[src/rtl/irq_evt_bank.sv]
module irq_evt_bank #(
  parameter int DW = 32
) (
  input  logic          clk,
  input  logic          rst_n,
  input  logic [3:0]    evt_in,
  input  logic          reg_wr,
  input  logic [1:0]    reg_addr,
  input  logic [DW-1:0] reg_wdata,
  output logic [DW-1:0] reg_rdata,
  output logic          irq_tx_wm,
  output logic          irq_rx_wm,
  output logic          irq_tx_empty,
  output logic          irq_rx_ovf
);
  localparam int NSRC = 4;
  localparam logic [1:0] A_PEND = 2'd0, A_EN = 2'd1, A_TEST = 2'd2;

  logic [NSRC-1:0] pend_q, en_q, irq_q;
  logic [NSRC-1:0] clr_m, set_m, pend_d, en_d;
  logic [NSRC-1:0] rd_sel;

  assign clr_m  = (reg_wr && reg_addr == A_PEND) ? reg_wdata[NSRC-1:0] : '0;
  assign set_m  = (reg_wr && reg_addr == A_TEST) ? reg_wdata[NSRC-1:0] : '0;
  // events are merged last so they override a same-cycle clear
  assign pend_d = (pend_q & ~clr_m) | set_m | evt_in;
  assign en_d   = (reg_wr && reg_addr == A_EN) ? reg_wdata[NSRC-1:0] : en_q;

  always_ff @(posedge clk or negedge rst_n) begin
    if (!rst_n) begin
      pend_q <= '0;
      en_q   <= '0;
      irq_q  <= '0;
    end else begin
      pend_q <= pend_d;
      en_q   <= en_d;
      irq_q  <= pend_d & en_d;
    end
  end

  always_comb begin
    case (reg_addr)
      A_PEND:  rd_sel = pend_q;
      A_EN:    rd_sel = en_q;
      default: rd_sel = '0;
    endcase
  end

  assign reg_rdata    = {{(DW-NSRC){1'b0}}, rd_sel};
  assign irq_tx_wm    = irq_q[0];
  assign irq_rx_wm    = irq_q[1];
  assign irq_tx_empty = irq_q[2];
  assign irq_rx_ovf   = irq_q[3];

  AST_EVT_SETS: assert property (@(posedge clk) disable iff (!rst_n)
    (|evt_in) |=> ((pend_q & $past(evt_in)) == $past(evt_in)));
  AST_W1C_CLEARS: assert property (@(posedge clk) disable iff (!rst_n)
    (reg_wr && reg_addr == 2'd0 && evt_in == 4'd0) |=> ((pend_q & $past(reg_wdata[3:0])) == 4'd0));
  AST_PEND_HOLDS: assert property (@(posedge clk) disable iff (!rst_n)
    (!reg_wr && evt_in == 4'd0) |=> $stable(pend_q));
  AST_EVT_WINS: assert property (@(posedge clk) disable iff (!rst_n)
    (reg_wr && reg_addr == 2'd0 && |evt_in) |=> ((pend_q & $past(evt_in)) == $past(evt_in)));
  AST_EN_LOAD: assert property (@(posedge clk) disable iff (!rst_n)
    (reg_wr && reg_addr == 2'd1) |=> (en_q == $past(reg_wdata[3:0])));
  AST_TEST_SETS: assert property (@(posedge clk) disable iff (!rst_n)
    (reg_wr && reg_addr == 2'd2) |=> ((pend_q & $past(reg_wdata[3:0])) == $past(reg_wdata[3:0])));
  AST_TEST_RDZERO: assert property (@(posedge clk) disable iff (!rst_n)
    (reg_addr == 2'd2) |-> (reg_rdata == '0));
  AST_IRQ_MATCH: assert property (@(posedge clk) disable iff (!rst_n)
    ({irq_rx_ovf, irq_tx_empty, irq_rx_wm, irq_tx_wm} == (pend_q & en_q)));
  AST_UPPER_ZERO: assert property (@(posedge clk) disable iff (!rst_n)
    (reg_rdata[DW-1:NSRC] == '0));
endmodule

[config.mk]
export PLATFORM = sky130hd
export DESIGN_NAME = irq_evt_bank
export DESIGN_NICKNAME = d
export VERILOG_FILES = /design/src/rtl/irq_evt_bank.sv
export SDC_FILE = /design/constraint.sdc
export NUM_CORES = 1
export LEC_CHECK = 0
export ABC_AREA = 1
export BUFFER_PORTS_ARGS = -buffer_cell sky130_fd_sc_hd__clkbuf_2
export CORE_MARGIN = 4
export CORE_UTILIZATION = 39
export CTS_CLUSTER_DIAMETER = 100
export DETAILED_ROUTE_END_ITERATION = 7
export PLACE_DENSITY = 0.84
export SLEW_MARGIN = 10
export SYNTH_ARGS = -nofsm -noshare
export SYNTH_HDL_FRONTEND = slang
export SYNTH_SLANG_ARGS = --single-unit
[constraint.sdc]
create_clock -name clk -period 1.7 [get_ports clk]
set_input_delay 0.255 -clock clk [delete_from_list [all_inputs] [get_ports clk]]
set_output_delay 0.255 -clock clk [all_outputs]
set_load 0.01 [all_outputs]
# Word level (Yosys, flattened, before mapping)
# Index checks and enable logic that the tools add are counted.
[totals]
word_cells = 18
reg_bits = 12
inputBits = 41
[op_classes]
n_mux = 4
n_reduce_logical = 4
bitwise_logic = 5
eq_ne = 2
[op_table]
columns = ["operator", "count"]
rows = [
  ["$mux 4", 3],
  ["$and 4x4->4", 2],
  ["$or 4x4->4", 2],
  ["$pmux 4 s2", 1],
  ["$not 4->4", 1],
  ["$logic_and 1x1->1", 3],
  ["$eq 2x1->1 const B", 1],
  ["$eq 2x2->1 const B", 1],
  ["$logic_not 2->1", 1],
]

# Longest topological paths before layout
[depth]
word_depth = 8
mapped_depth = 5
mapped_depth_nobuf = 5

# Least setup slack after synthesis
# OpenSTA, ideal clock, no wires.
[synth_path]
path_type = "input to output"
startpoint = "input port reg_addr[1]"
endpoint = "output port reg_rdata[0]"
setup_slack_ps = 770
required_time_ps = 1445
cell_stages = 3
t_arrival_ps = 675
cell_sequence = "inv_2 nand2_1 o21ai_0"
[synth_between]
elab_chain_cells = 2
word_cells_on_any_way = 3
cone_classes = "eq/ne: 1; mux: 1; reduce/logical: 1"
[synth_rtl]
columns = ["item", "line_no", "rtl"]
rows = [
  ["start: declaration", "8", "input logic [1:0] reg_addr,"],
  ["$eq 2x1->1 / $logic_not 2->1 (equally long branches)", "42", "case (reg_addr)"],
  ["$pmux 4 s2 *", "42", ""],
  ["end: declaration", "10", "output logic [DW-1:0] reg_rdata,"],
]
# Every way passes the cells marked *; elsewhere a longest branch is shown, timed or not.

# Worst setup path after layout
[layout_path]
startpoint = "input port reg_addr[1]"
endpoint = "output port reg_rdata[2]"
# Same word-level chain as after synthesis.

==> results by stage <==
Floorplanning:
- The die height is 54.26 um.
- For this configuration, the core starts out at a cell density of a little over two fifths.
- The number of ports placed on the die boundary is 77.
- The area of the die is between 2000 and 3000 um2.
- The floorplan row count is 16.
- The die is approximately 54 um wide.
- The area of the core region is around 2000 um2.

Global route:
- The wire length of the first global-routing pass is about 2200 um.
- The via count of the first global-routing pass came to 503.
- The total global routing overflow is 0.
- The initial antenna violation count is 0.
- The overall global routing resource usage is 11.46%.
- The maximum number of pins on one net before global-route repair is 13.

Critical path:
- For the worst flop-to-flop path, the logic depth is 4.
- The reg2reg setup slack is between 0.9 and 1 ns.
- The startpoint of the lowest-slack register-to-register path is en_q[3].
- The data arrival at the endpoint of the critical path is 0.97 ns.
- The endpoint required time on the critical path is between 1 and 1.5 ns.
- The sort of element at the end of the critical path is an output pin.
- The critical-path maximum fanout is 6.
- The worst setup path is of the input port to output pin kind.
- The launching element type of the critical path is an input port.
- The critical register-to-register path endpoint is en_q[3].

Synth:
- Sorting the synthesized cells by how often they occur yields sky130_fd_sc_hd__buf_4, sky130_fd_sc_hd__nand2_1, sky130_fd_sc_hd__inv_1, sky130_fd_sc_hd__dfrtp_1, sky130_fd_sc_hd__nand4_1.
- Among all flip-flop cells after synthesis, the most frequent one is sky130_fd_sc_hd__dfrtp_1.
- In this run the cell area of the synthesized design comes to about 830 um2.
- The top cell type by area accounts for about 36% of the synthesized area.
- In this run the mean area of a mapped cell was a little under 8 um2.
- The number of unique standard cell types used by synthesis is 14.
- The library cell with the highest instance count after synthesis is sky130_fd_sc_hd__buf_4.
- During synthesis, Yosys emitted a total of 0 warnings.
- Ranked by total cell area, the synthesized netlist is headed by sky130_fd_sc_hd__dfrtp_1, sky130_fd_sc_hd__buf_4, sky130_fd_sc_hd__nand2_1.
- The number of enable-type register cells in the synthesized netlist is 0.
- Synthesis handed over a netlist of 105 instances.
- In the synthesized netlist the async set-or-reset flop fraction comes to 100.0%.
- For this run, the register share of the synthesized area comes to about 36%.
- The synthesis-stage register bit count is 12.
- The cell accounting for the most synthesized area is sky130_fd_sc_hd__dfrtp_1.

STA:
- The post-route clock skew is 0.0001398 ns.
- Setup violations remaining at the end of the flow were counted as 0.
- Setup repair after global routing left no endpoint under its margin.
- The hold violation count in the final report is 0.
- The number of max-slew violations in the final report is 0.
- The portion of the clock cycle consumed by the worst path in the final layout is a little under three quarters.
- The clock period minus worst slack is between 1 and 1.5 ns.
- For this run, the top clock speed supported by timing is roughly 820 MHz.
- The total negative setup slack is 0 ns.
- The tightest hold path in the finished design has a slack of ~0.24 ns.

Placement:
- The count of buffers from port buffering is 20.
- After detailed placement, the total cell area comes to 854.6 um2.
- After legalization and detailed placement, the total HPWL measured ~1200 um.
- Routability-driven placement finished with a final weighted congestion of between 0.7 and 0.8.
- After detailed placement, the design holds a cell count of 150.

Worst hold path:
- In this run the most critical hold path is launched from reg_wdata[0].
- Counting instances, the worst hold path has a depth of 3.
- For hold timing, the worst endpoint is en_q[0].
- The worst hold path belongs to the class input port to register.

Detailed routing:
- After detailed routing, the number of vias per cell comes to between 3 and 4.
- In this run, the number of DRC markers left after iteration 0 of detailed routing was 12.
- Once detail routing completed, the nets flagged for antenna violations numbered 0.
- Detailed routing placed a total of 693 um of wire on met2.
- Wires add up to approximately 1500 um.
- In this run the top signal layer used is met4.
- Detailed routing inserted a total of around 610 vias.
- The first TritonRoute pass finished after 4 iterations.
- The met3 wire length is ~180 um.
- The routed metal-1 wirelength is 546 um.
- For this run, design rule violations remaining after detail routing come to 0.
- After detailed routing, the average wire length per cell comes to 9.519 um.

Clock network:
- The clock transition at the registers of the reported paths is around 0.070 ns.
- The TritonCTS buffer count is 3.
- The clock sink total is 12.
- Clock latency on the worst-skew pair, taken at its later pin, is between 0.2 and 0.3 ns.
- The CTS tree is built.
- In this run the post-CTS setup repair buffer count came out at 0.
- The maximum buffer depth of the clock tree is 2.
- The number of hold buffers added after CTS was 1.
- In this run the number of H-tree levels came out at 1.
- In this run the clock root is driven by a sky130_fd_sc_hd__clkbuf_4.
- The number of gates resized after CTS was 0.

Layout:
- The fraction of layout instances using a drive strength above 1 is 25.98%.
- After routing the design area is 887.1 um2.
- Summing all multi-input logic gate instances after layout gives about 350 um2.
- The number of nets in the layout is between 150 and 200.
- The antenna diode instance count is 0.
- The area growth from synthesis to layout is 6.297%.
- Registers take ~300 um2.
- After filler insertion, the fill cell instance count of the layout stands at about 210.
- The final non-filler cell total is 154.

Power:
- The total power after layout is around 690 uW.
- The standby leakage power is around 0.00052 uW.
- In this run the power density over the cells is ~770 nW/um2.
- The peak supply drop is between 0.4 and 0.5 mV.
- The clock group share of total power is between 20% and 30%.
- For this design the total switching power over the nets is 224.2 uW.
- The fraction of power consumed by combinational cells is 27.2%.
- In this run switching power makes up around 33% of total power.
- The sequential share of power is 47.8%.
- The internal power consumption is 462.9 uW.

Job:
- The max-cap violation count is 0.

Status:
- The run finished with clean final reports.
routing by layer:
layer | GRT usage, % | up-vias
met4 | 11.20 | 0
met5 | 0 | -
li1 | - | 314
met2 | 15.74 | 31
met3 | 5.722 | 4
met1 | 12.42 | 265
worst max-delay path, cell delays in order:
cell,delay [ns]
sky130_fd_sc_hd__clkbuf_2,0.15
sky130_fd_sc_hd__inv_2,0.11
sky130_fd_sc_hd__nand2_1,0.12
sky130_fd_sc_hd__o21ai_0,0.18
sky130_fd_sc_hd__clkbuf_2,0.16
worst max-delay path by stage:
stage | slack [ns] | endpoint | from
final | 0.48 | reg_rdata[2] | reg_addr[1]
after global routing | 0.38 | reg_rdata[1] | reg_addr[1]
after global placement | 0.46 | reg_rdata[3] | reg_addr[1]
after CTS | 0.46 | reg_rdata[3] | en_q[3]
after floorplan | 0.77 | reg_rdata[0] | reg_addr[1]
after detailed placement | 0.48 | reg_rdata[2] | reg_addr[1]
power by group through the flow:
stage / clock network, uW / logic [uW] / registers (uW)
CTS: 186 / 188 / 329
global placement: 0 / 180 / 333
floorplan: 0 / 160 / 342
global route: 196 / 212 / 331
detailed placement: 0 / 186 / 335
finish: 172 / 187 / 329
final cells by class:
| type | count | share of cell area (%) |
|---|---|---|
| repair buffers | 21 | 12.41 |
| flip-flops and latches | 12 | 33.85 |
| well taps | 27 | 3.808 |
| multi-input cells | 72 | 39.35 |
| inverters | 19 | 8.039 |
| clock buffers | 3 | 2.539 |
cell families after synthesis:
group | count (synthesis) | synth area share (%)
AO/OA/AOI/OAI | 11 | 9.745
flip-flops | 12 | 35.98
buffers and inverters | 48 | 34.33
other | 1 | 0.4493
AND/OR/NAND/NOR | 33 | 19.49
state kept, by name (all words and copies together), names as in the netlist:
register	flops
pend_q	4
en_q	4
irq_q	4
per-stage QoR:
step                worst slack, ns  utilization, %
finish                       0.4771           44.31
global route                 0.3786           44.31
CTS                          0.4618           44.31
detailed placement           0.4809           42.69
global placement             0.4610           42.69
floorplan                    0.7704               -
placed cells by master (no fill, tap or decap):
cell,count
sky130_fd_sc_hd__o21ai_2,3
sky130_fd_sc_hd__conb_1,28
sky130_fd_sc_hd__inv_1,18
sky130_fd_sc_hd__o21ai_0,4
sky130_fd_sc_hd__clkbuf_2,20
sky130_fd_sc_hd__nor2_4,1
sky130_fd_sc_hd__nand2_1,22
sky130_fd_sc_hd__dfrtp_1,12
sky130_fd_sc_hd__nand3_4,1
sky130_fd_sc_hd__nand3_1,4
sky130_fd_sc_hd__clkbuf_4,3
sky130_fd_sc_hd__dlygate4sd3_1,1
sky130_fd_sc_hd__a21oi_2,4
sky130_fd_sc_hd__nand4_1,5
sky130_fd_sc_hd__inv_2,1
Note: power is estimated with default switching activity, not from simulation.
